--- src/rtl/efc_pkg.sv ---
package efc_pkg;

    // Word addresses of the register bus
    typedef enum logic [2:0] {
        REG_FLAGS = 3'd0,
        REG_POL   = 3'd1,
        REG_CLR   = 3'd2,
        REG_SET   = 3'd3,
        REG_MASK  = 3'd4
    } efc_reg_e;

endpackage

--- src/rtl/efc_trigger.sv ---
module efc_trigger #(
    parameter int N_EDGE  = 2,
    parameter int N_LEVEL = 4
) (
    input  logic                       clk,
    input  logic                       rst_n,
    input  logic [N_EDGE-1:0]          edge_in,
    input  logic [N_LEVEL-1:0]         level_in,
    input  logic [N_EDGE+N_LEVEL-1:0]  pol,
    output logic [N_EDGE+N_LEVEL-1:0]  hw_set
);
    localparam int N_HW = N_EDGE + N_LEVEL;

    typedef struct packed {
        logic [N_EDGE-1:0] prev;
    } trig_state_t;

    trig_state_t st_d, st_q;

    always_comb begin
        st_d      = st_q;
        st_d.prev = edge_in;
    end

    // History is sampled in reset too, so release never fakes an edge
    always_ff @(posedge clk) begin
        st_q <= st_d;
    end

    for (genvar g = 0; g < N_EDGE; g++) begin : g_edge
        assign hw_set[g] = pol[g] ? (edge_in[g] & ~st_q.prev[g])
                                  : (~edge_in[g] & st_q.prev[g]);
    end

    for (genvar g = 0; g < N_LEVEL; g++) begin : g_level
        assign hw_set[N_EDGE+g] = ~(level_in[g] ^ pol[N_EDGE+g]);
    end

    // An edge hit must coincide with a change of that input since last clock
    p_edge_needs_change_r2: assert property (@(posedge clk) disable iff (!rst_n)
        (|hw_set[N_EDGE-1:0]) |->
            ((hw_set[N_EDGE-1:0] & ~(edge_in ^ $past(edge_in))) == '0));

    localparam int UNUSED_HW = N_HW;
endmodule

--- src/rtl/efc_ctrl_regs.sv ---
module efc_ctrl_regs #(
    parameter int N_SW   = 3,
    parameter int N_FLAG = 9,
    parameter int DATA_W = 32,
    parameter int ADDR_W = 3
) (
    input  logic                 clk,
    input  logic                 rst_n,
    input  logic [ADDR_W-1:0]    reg_addr,
    input  logic                 reg_we,
    input  logic [DATA_W-1:0]    reg_wdata,
    input  logic [N_FLAG-1:0]    flags,
    output logic [N_FLAG-1:N_SW] pol_q,
    output logic [N_FLAG-1:0]    mask_q,
    output logic [N_FLAG-1:0]    sw_set,
    output logic [N_FLAG-1:0]    sw_clr,
    output logic [DATA_W-1:0]    reg_rdata
);
    import efc_pkg::*;

    typedef struct packed {
        logic [N_FLAG-1:N_SW] pol;
        logic [N_FLAG-1:0]    mask;
    } ctrl_state_t;

    ctrl_state_t st_d, st_q;

    logic [N_FLAG-1:0] wlow;
    logic sel_flags, sel_pol, sel_clr, sel_set, sel_mask;

    always_comb begin
        wlow      = N_FLAG'(reg_wdata);
        sel_flags = reg_addr == ADDR_W'(REG_FLAGS);
        sel_pol   = reg_addr == ADDR_W'(REG_POL);
        sel_clr   = reg_addr == ADDR_W'(REG_CLR);
        sel_set   = reg_addr == ADDR_W'(REG_SET);
        sel_mask  = reg_addr == ADDR_W'(REG_MASK);

        st_d = st_q;
        if (reg_we && sel_pol)  st_d.pol  = wlow[N_FLAG-1:N_SW];
        if (reg_we && sel_mask) st_d.mask = wlow;

        sw_set = '0;
        sw_clr = '0;
        if (reg_we && sel_flags) begin
            sw_set = wlow;
            sw_clr = ~wlow;
        end
        if (reg_we && sel_clr) sw_clr = wlow;
        if (reg_we && sel_set) sw_set[N_SW-1:0] = wlow[N_SW-1:0];

        reg_rdata = '0;
        if (sel_flags) reg_rdata = DATA_W'(flags);
        if (sel_pol)   reg_rdata = DATA_W'({st_q.pol, {N_SW{1'b0}}});
        if (sel_mask)  reg_rdata = DATA_W'(st_q.mask);
    end

    always_ff @(posedge clk or negedge rst_n) begin
        if (!rst_n) st_q <= '0;
        else        st_q <= st_d;
    end

    assign pol_q  = st_q.pol;
    assign mask_q = st_q.mask;

    p_pol_write_r10: assert property (@(posedge clk) disable iff (!rst_n)
        (reg_we && sel_pol) |=> (pol_q == $past(reg_wdata[N_FLAG-1:N_SW])));

    p_mask_write_r9: assert property (@(posedge clk) disable iff (!rst_n)
        (reg_we && sel_mask) |=> (mask_q == $past(reg_wdata[N_FLAG-1:0])));
endmodule

--- src/rtl/efc_flag_bank.sv ---
module efc_flag_bank #(
    parameter int N_FLAG = 9
) (
    input  logic              clk,
    input  logic              rst_n,
    input  logic [N_FLAG-1:0] hw_set,
    input  logic [N_FLAG-1:0] sw_set,
    input  logic [N_FLAG-1:0] sw_clr,
    input  logic [N_FLAG-1:0] mask,
    output logic [N_FLAG-1:0] flags_q,
    output logic              comb_o
);
    typedef struct packed {
        logic [N_FLAG-1:0] flags;
    } bank_state_t;

    bank_state_t st_d, st_q;

    // Any set beats a clear on the same flag
    always_comb begin
        st_d       = st_q;
        st_d.flags = hw_set | sw_set | (st_q.flags & ~sw_clr);
    end

    always_ff @(posedge clk or negedge rst_n) begin
        if (!rst_n) st_q <= '0;
        else        st_q <= st_d;
    end

    assign flags_q = st_q.flags;
    assign comb_o  = |(st_q.flags & mask);

    p_hw_set_lands_r8: assert property (@(posedge clk) disable iff (!rst_n)
        (|hw_set) |=> ((flags_q & $past(hw_set)) == $past(hw_set)));

    p_w1c_clears_r5: assert property (@(posedge clk) disable iff (!rst_n)
        (|(sw_clr & ~hw_set & ~sw_set)) |=>
            ((flags_q & $past(sw_clr & ~hw_set & ~sw_set)) == '0));

    p_no_spurious_set_r6: assert property (@(posedge clk) disable iff (!rst_n)
        1'b1 |=> ((flags_q & ~$past(flags_q) & ~$past(hw_set | sw_set)) == '0));
endmodule

--- src/rtl/efc_event_flags.sv ---
module efc_event_flags #(
    parameter int N_SW    = 3,
    parameter int N_EDGE  = 2,
    parameter int N_LEVEL = 4,
    parameter int DATA_W  = 32,
    parameter int ADDR_W  = 3
) (
    input  logic                              clk,
    input  logic                              rst_n,
    input  logic [ADDR_W-1:0]                 reg_addr,
    input  logic                              reg_we,
    input  logic [DATA_W-1:0]                 reg_wdata,
    output logic [DATA_W-1:0]                 reg_rdata,
    input  logic [N_EDGE-1:0]                 src_edge_i,
    input  logic [N_LEVEL-1:0]                src_level_i,
    output logic [N_SW+N_EDGE+N_LEVEL-1:0]    flags_o,
    output logic                              comb_o
);
    import efc_pkg::*;

    localparam int N_HW   = N_EDGE + N_LEVEL;
    localparam int N_FLAG = N_SW + N_HW;

    logic [N_FLAG-1:N_SW] pol;
    logic [N_FLAG-1:0]    mask;
    logic [N_FLAG-1:0]    sw_set, sw_clr;
    logic [N_HW-1:0]      hw_src_set;
    logic [N_FLAG-1:0]    hw_set;

    efc_trigger #(.N_EDGE(N_EDGE), .N_LEVEL(N_LEVEL)) u_trig (
        .clk      (clk),
        .rst_n    (rst_n),
        .edge_in  (src_edge_i),
        .level_in (src_level_i),
        .pol      (pol),
        .hw_set   (hw_src_set)
    );

    assign hw_set = {hw_src_set, {N_SW{1'b0}}};

    efc_ctrl_regs #(.N_SW(N_SW), .N_FLAG(N_FLAG), .DATA_W(DATA_W), .ADDR_W(ADDR_W)) u_regs (
        .clk       (clk),
        .rst_n     (rst_n),
        .reg_addr  (reg_addr),
        .reg_we    (reg_we),
        .reg_wdata (reg_wdata),
        .flags     (flags_o),
        .pol_q     (pol),
        .mask_q    (mask),
        .sw_set    (sw_set),
        .sw_clr    (sw_clr),
        .reg_rdata (reg_rdata)
    );

    efc_flag_bank #(.N_FLAG(N_FLAG)) u_bank (
        .clk     (clk),
        .rst_n   (rst_n),
        .hw_set  (hw_set),
        .sw_set  (sw_set),
        .sw_clr  (sw_clr),
        .mask    (mask),
        .flags_q (flags_o),
        .comb_o  (comb_o)
    );

    p_swset_r4: assert property (@(posedge clk) disable iff (!rst_n)
        (reg_we && reg_addr == ADDR_W'(REG_SET)) |=>
            ((flags_o[N_SW-1:0] & $past(reg_wdata[N_SW-1:0])) == $past(reg_wdata[N_SW-1:0])));
endmodule

--- config.mk ---
export PLATFORM = sky130hd
export DESIGN_NAME = efc_event_flags
export DESIGN_NICKNAME = d
export VERILOG_FILES = /design/src/rtl/efc_pkg.sv /design/src/rtl/efc_trigger.sv /design/src/rtl/efc_ctrl_regs.sv /design/src/rtl/efc_flag_bank.sv /design/src/rtl/efc_event_flags.sv
export SDC_FILE = /design/constraint.sdc
export NUM_CORES = 1
export LEC_CHECK = 0
export BUFFER_PORTS_ARGS = -buffer_cell sky130_fd_sc_hd__buf_2
export CORE_MARGIN = 5
export CORE_UTILIZATION = 41
export DETAILED_ROUTE_END_ITERATION = 8
export PLACE_DENSITY = 0.73
export SYNTH_ARGS = -nofsm -noshare
export SYNTH_HDL_FRONTEND = slang
export SYNTH_HIERARCHICAL = 1
export SYNTH_SLANG_ARGS = --single-unit
--- constraint.sdc ---
create_clock -name clk -period 2.6 [get_ports clk]
set_input_delay 0.52 -clock clk [delete_from_list [all_inputs] [get_ports clk]]
set_output_delay 0.52 -clock clk [all_outputs]
set_load 0.1 [all_outputs]
==> metrics.yaml <==
detailed_routing:
  drcViolationCount: 0
  wl_per_cell_um: 13.8
  drtPass1Iterations: 4
  vias: 1310
  antenna_violating_nets_post_route: 0
  routed_via_density: 4.83
  drt_iter0_markers: 57
  routed_wl_mm: 3.75
setup_path:
  critPathMaxFanout: 23
  cp_common_cell: "buf_2"
  crit_family: "buffers and inverters"
  start_kind: "input port"
  slowest_delay_ps: 460
  crit_chain: "buf_2 > a211oi_1 > a211oi_4 > buf_2"
  cpMaxStageDelayCell: "buf_2"
  endpoint_kind: "output pin"
  crit_type: "input port to output pin"
  cp_data_required_time_ps: 2080
  crit_buf_inv: 2
  crit_cells: 4
  r2r_cells: 4
  cp.arrival_ps: 1760
die:
  coreArea_mm2: 0.00403
  die_w_um: 74.8
  initial_utilization_pct: 42.7
  die_h_um: 74.8
  num_rows: 23
  num_io_pins: 86
  fp.dieArea_mm2: 0.00559
clock_tree:
  cts_buffer_depth: 2
  cts_resized: 0
  h-tree-depth: 1
  cts_tree: "done"
  clock_sinks: 26
  insertion_delay_ps: 270
  path_clk_slew_ps: 90
  cts_setup_buffers: 0
  ctsRootBufferMaster: "clkbuf_8"
  ctsHoldBuffers: 0
  cts_buffers: 3
worst_hold_path:
  hp-class: "input port to asynchronous set/reset pin"
sta:
  fin_crit_sh_pct: 87.5
  finalClockSkew_ps: 4.48
  holdWs_ps: 222
  period_minus_slack_ps: 2280
  slew_headroom_pct: 63.1
  setup_viol: 0
  rsz0062_at_grt: "no"
  hold_viol_final: 0
  tightest_slew_ps: 554
  max_clock_freq_mhz: 440
  drv_slew: 0
logic_synthesis:
  ys_warn_count: 6
  avgSynthCellArea_um2: 9.50
  syn_inst: 181
  ys_types: 34
  syn_area_mm2: 0.00172
  ys_seq_area_share_pct: 37.3
  ys_seq_elements: 26
cells_and_area:
  n_antenna_cell: 0
  syn2layout_area_growth_pct: 20.5
  nets: 266
  fillers: 380
  multi_input_area_mm2: 0.00100
  drive_gt1_share_pct: 33.9
  fin_cells: 271
  fin_area_mm2: 0.00207
  layout_commonest_cell: "buf_2"
  final_cell_mix: "buf_2, conb_1, dfrtp_1"
  seqCellArea_um2: 641
placed_design:
  place.port_buffers: 39
  dp_cells: 267
  gp_congestion: 0.728
  dp_hpwl_mm: 2.83
  dpl_cell_area_mm2: 0.00200
global_routing:
  grt_overflow: 0
  antenna_found_initial: 0
  grt_max_degree: 25
  grt_pass1_wl_mm: 5.98
  gr-usage-all-layers_pct: 13.9
  grt_pass1_vias: 1233
flow_run:
  max_cap_violations: 0
power:
  vdd_drop_max_mv: 0.211
  leakagePower_nw: 0.968
  power_density_mw_per_mm2: 704
outcome:
  outcome: "finished, final reports clean"
## cell type report
type                            count  area share [%]
Multi-Input combinational cell    140            48.3
Sequential cell                    26            30.9
Timing Repair Buffer               42            12.7
Tap cell                           50            3.02
Clock buffer                        3            1.99
Inverter                            9            1.63
Clock inverter                      1            1.45
## Yosys cell counts (all sizes together)
| cell type | n | area [um^2] |
|---|---|---|
| buf | 27 | 205 |
| dfrtp | 24 | 601 |
| nor2 | 23 | 103 |
| mux2 | 15 | 169 |
| a211oi | 12 | 90.1 |
| o21ai | 10 | 50.0 |
| and2 | 9 | 56.3 |
| inv | 9 | 33.8 |
| nand2b | 9 | 63.8 |
| xor2 | 9 | 78.8 |
| nor2b | 6 | 37.5 |
| xnor2 | 4 | 35.0 |
| clkbuf | 3 | 11.3 |
| mux2i | 3 | 30.0 |
| nand2 | 3 | 11.3 |
| conb | 2 | 7.51 |
| dfxtp | 2 | 40.0 |
| or2 | 2 | 12.5 |
| a21oi | 1 | 5.00 |
| a221oi | 1 | 15.0 |
| a222oi | 1 | 10.0 |
| a22o | 1 | 8.76 |
| a22oi | 1 | 7.51 |
| nand3 | 1 | 5.00 |
| nand3b | 1 | 7.51 |
| nor3b | 1 | 12.5 |
| o22ai | 1 | 12.5 |
## worst register-to-register path: cells and delay by family (launching register included)
kind | cells | cell delay (ps)
AOI/OAI and AO/OA | 2 | 160
and+or+nand+nor | 2 | 180
DFF | 1 | 430
## per-layer routing
metal / wire, um / vias to the layer above / global-route usage [%] / share of wire [%]
met5: 0 / - / 0 / 0
met2: 1850 / 48 / 24.2 / 49
met1: 1590 / 631 / 17.8 / 43
met4: 29 / 0 / 4.15 / 0.77
li1: - / 629 / - / -
met3: 267 / 2 / 2.14 / 7.1
## where the power goes
| group | switching (W) | internal [W] | total [W] | leakage, nW |
|---|---|---|---|---|
| logic | 0.000444 | 0.000153 | 0.000597 | 0.653 |
| registers | 0.0000608 | 0.000468 | 0.000529 | 0.280 |
| clock network | 0.000126 | 0.000206 | 0.000332 | 0.0357 |
| total | 0.000631 | 0.000827 | 0.00146 | 0.968 |
## final timing paths
kind / from / slack [ps] / end
min: rst_n / 220 / u_regs/pol_q[3]
min reg2reg: u_regs/mask_q[4] / 550 / u_regs/mask_q[4]
min in group clk: src_edge_i[0] / 370 / u_trig/st_q[0]
max in group asynchronous: rst_n / 2000 / u_bank/flags_q[1]
max: reg_addr[2] / 320 / reg_rdata[5]
max reg2reg: u_regs/pol_q[3] / 1730 / u_bank/flags_q[3]
## logic make-up (layout without fill, tap and decap cells)
group | count (synthesis) | count (layout) | synth area share [%]
simple gates | 55 | 55 | 18.0
buf+inv | 39 | 55 | 14.6
compound gates | 28 | 28 | 11.6
flops | 26 | 26 | 37.3
mux | 18 | 18 | 11.6
xor+xnor | 13 | 13 | 6.62
other cells | 2 | 26 | 0.437
## metrics by stage
| step | TNS, ps | util, % | total power, W | setup slack (ps) |
|---|---|---|---|---|
| 6_report | 0 | 51.4 | 0.00146 | 325 |
| 5_1_grt | 0 | 51.4 | 0.00153 | 268 |
| 4_1_cts | 0 | 51.4 | 0.00147 | 333 |
| 3_5_place_dp | 0 | 49.7 | 0.00114 | 317 |
| 3_3_place_gp | 0 | 49.7 | 0.00113 | 340 |
| 2_1_floorplan | -38.0 | - | 0.00106 | -38.0 |
## sequential cells by signal (all words and copies together) (netlist names)
register	flops
u_bank/flags_q	9
u_regs/mask_q	9
u_regs/pol_q	6
u_trig/st_q	2
(Power assumes the default switching activity.)
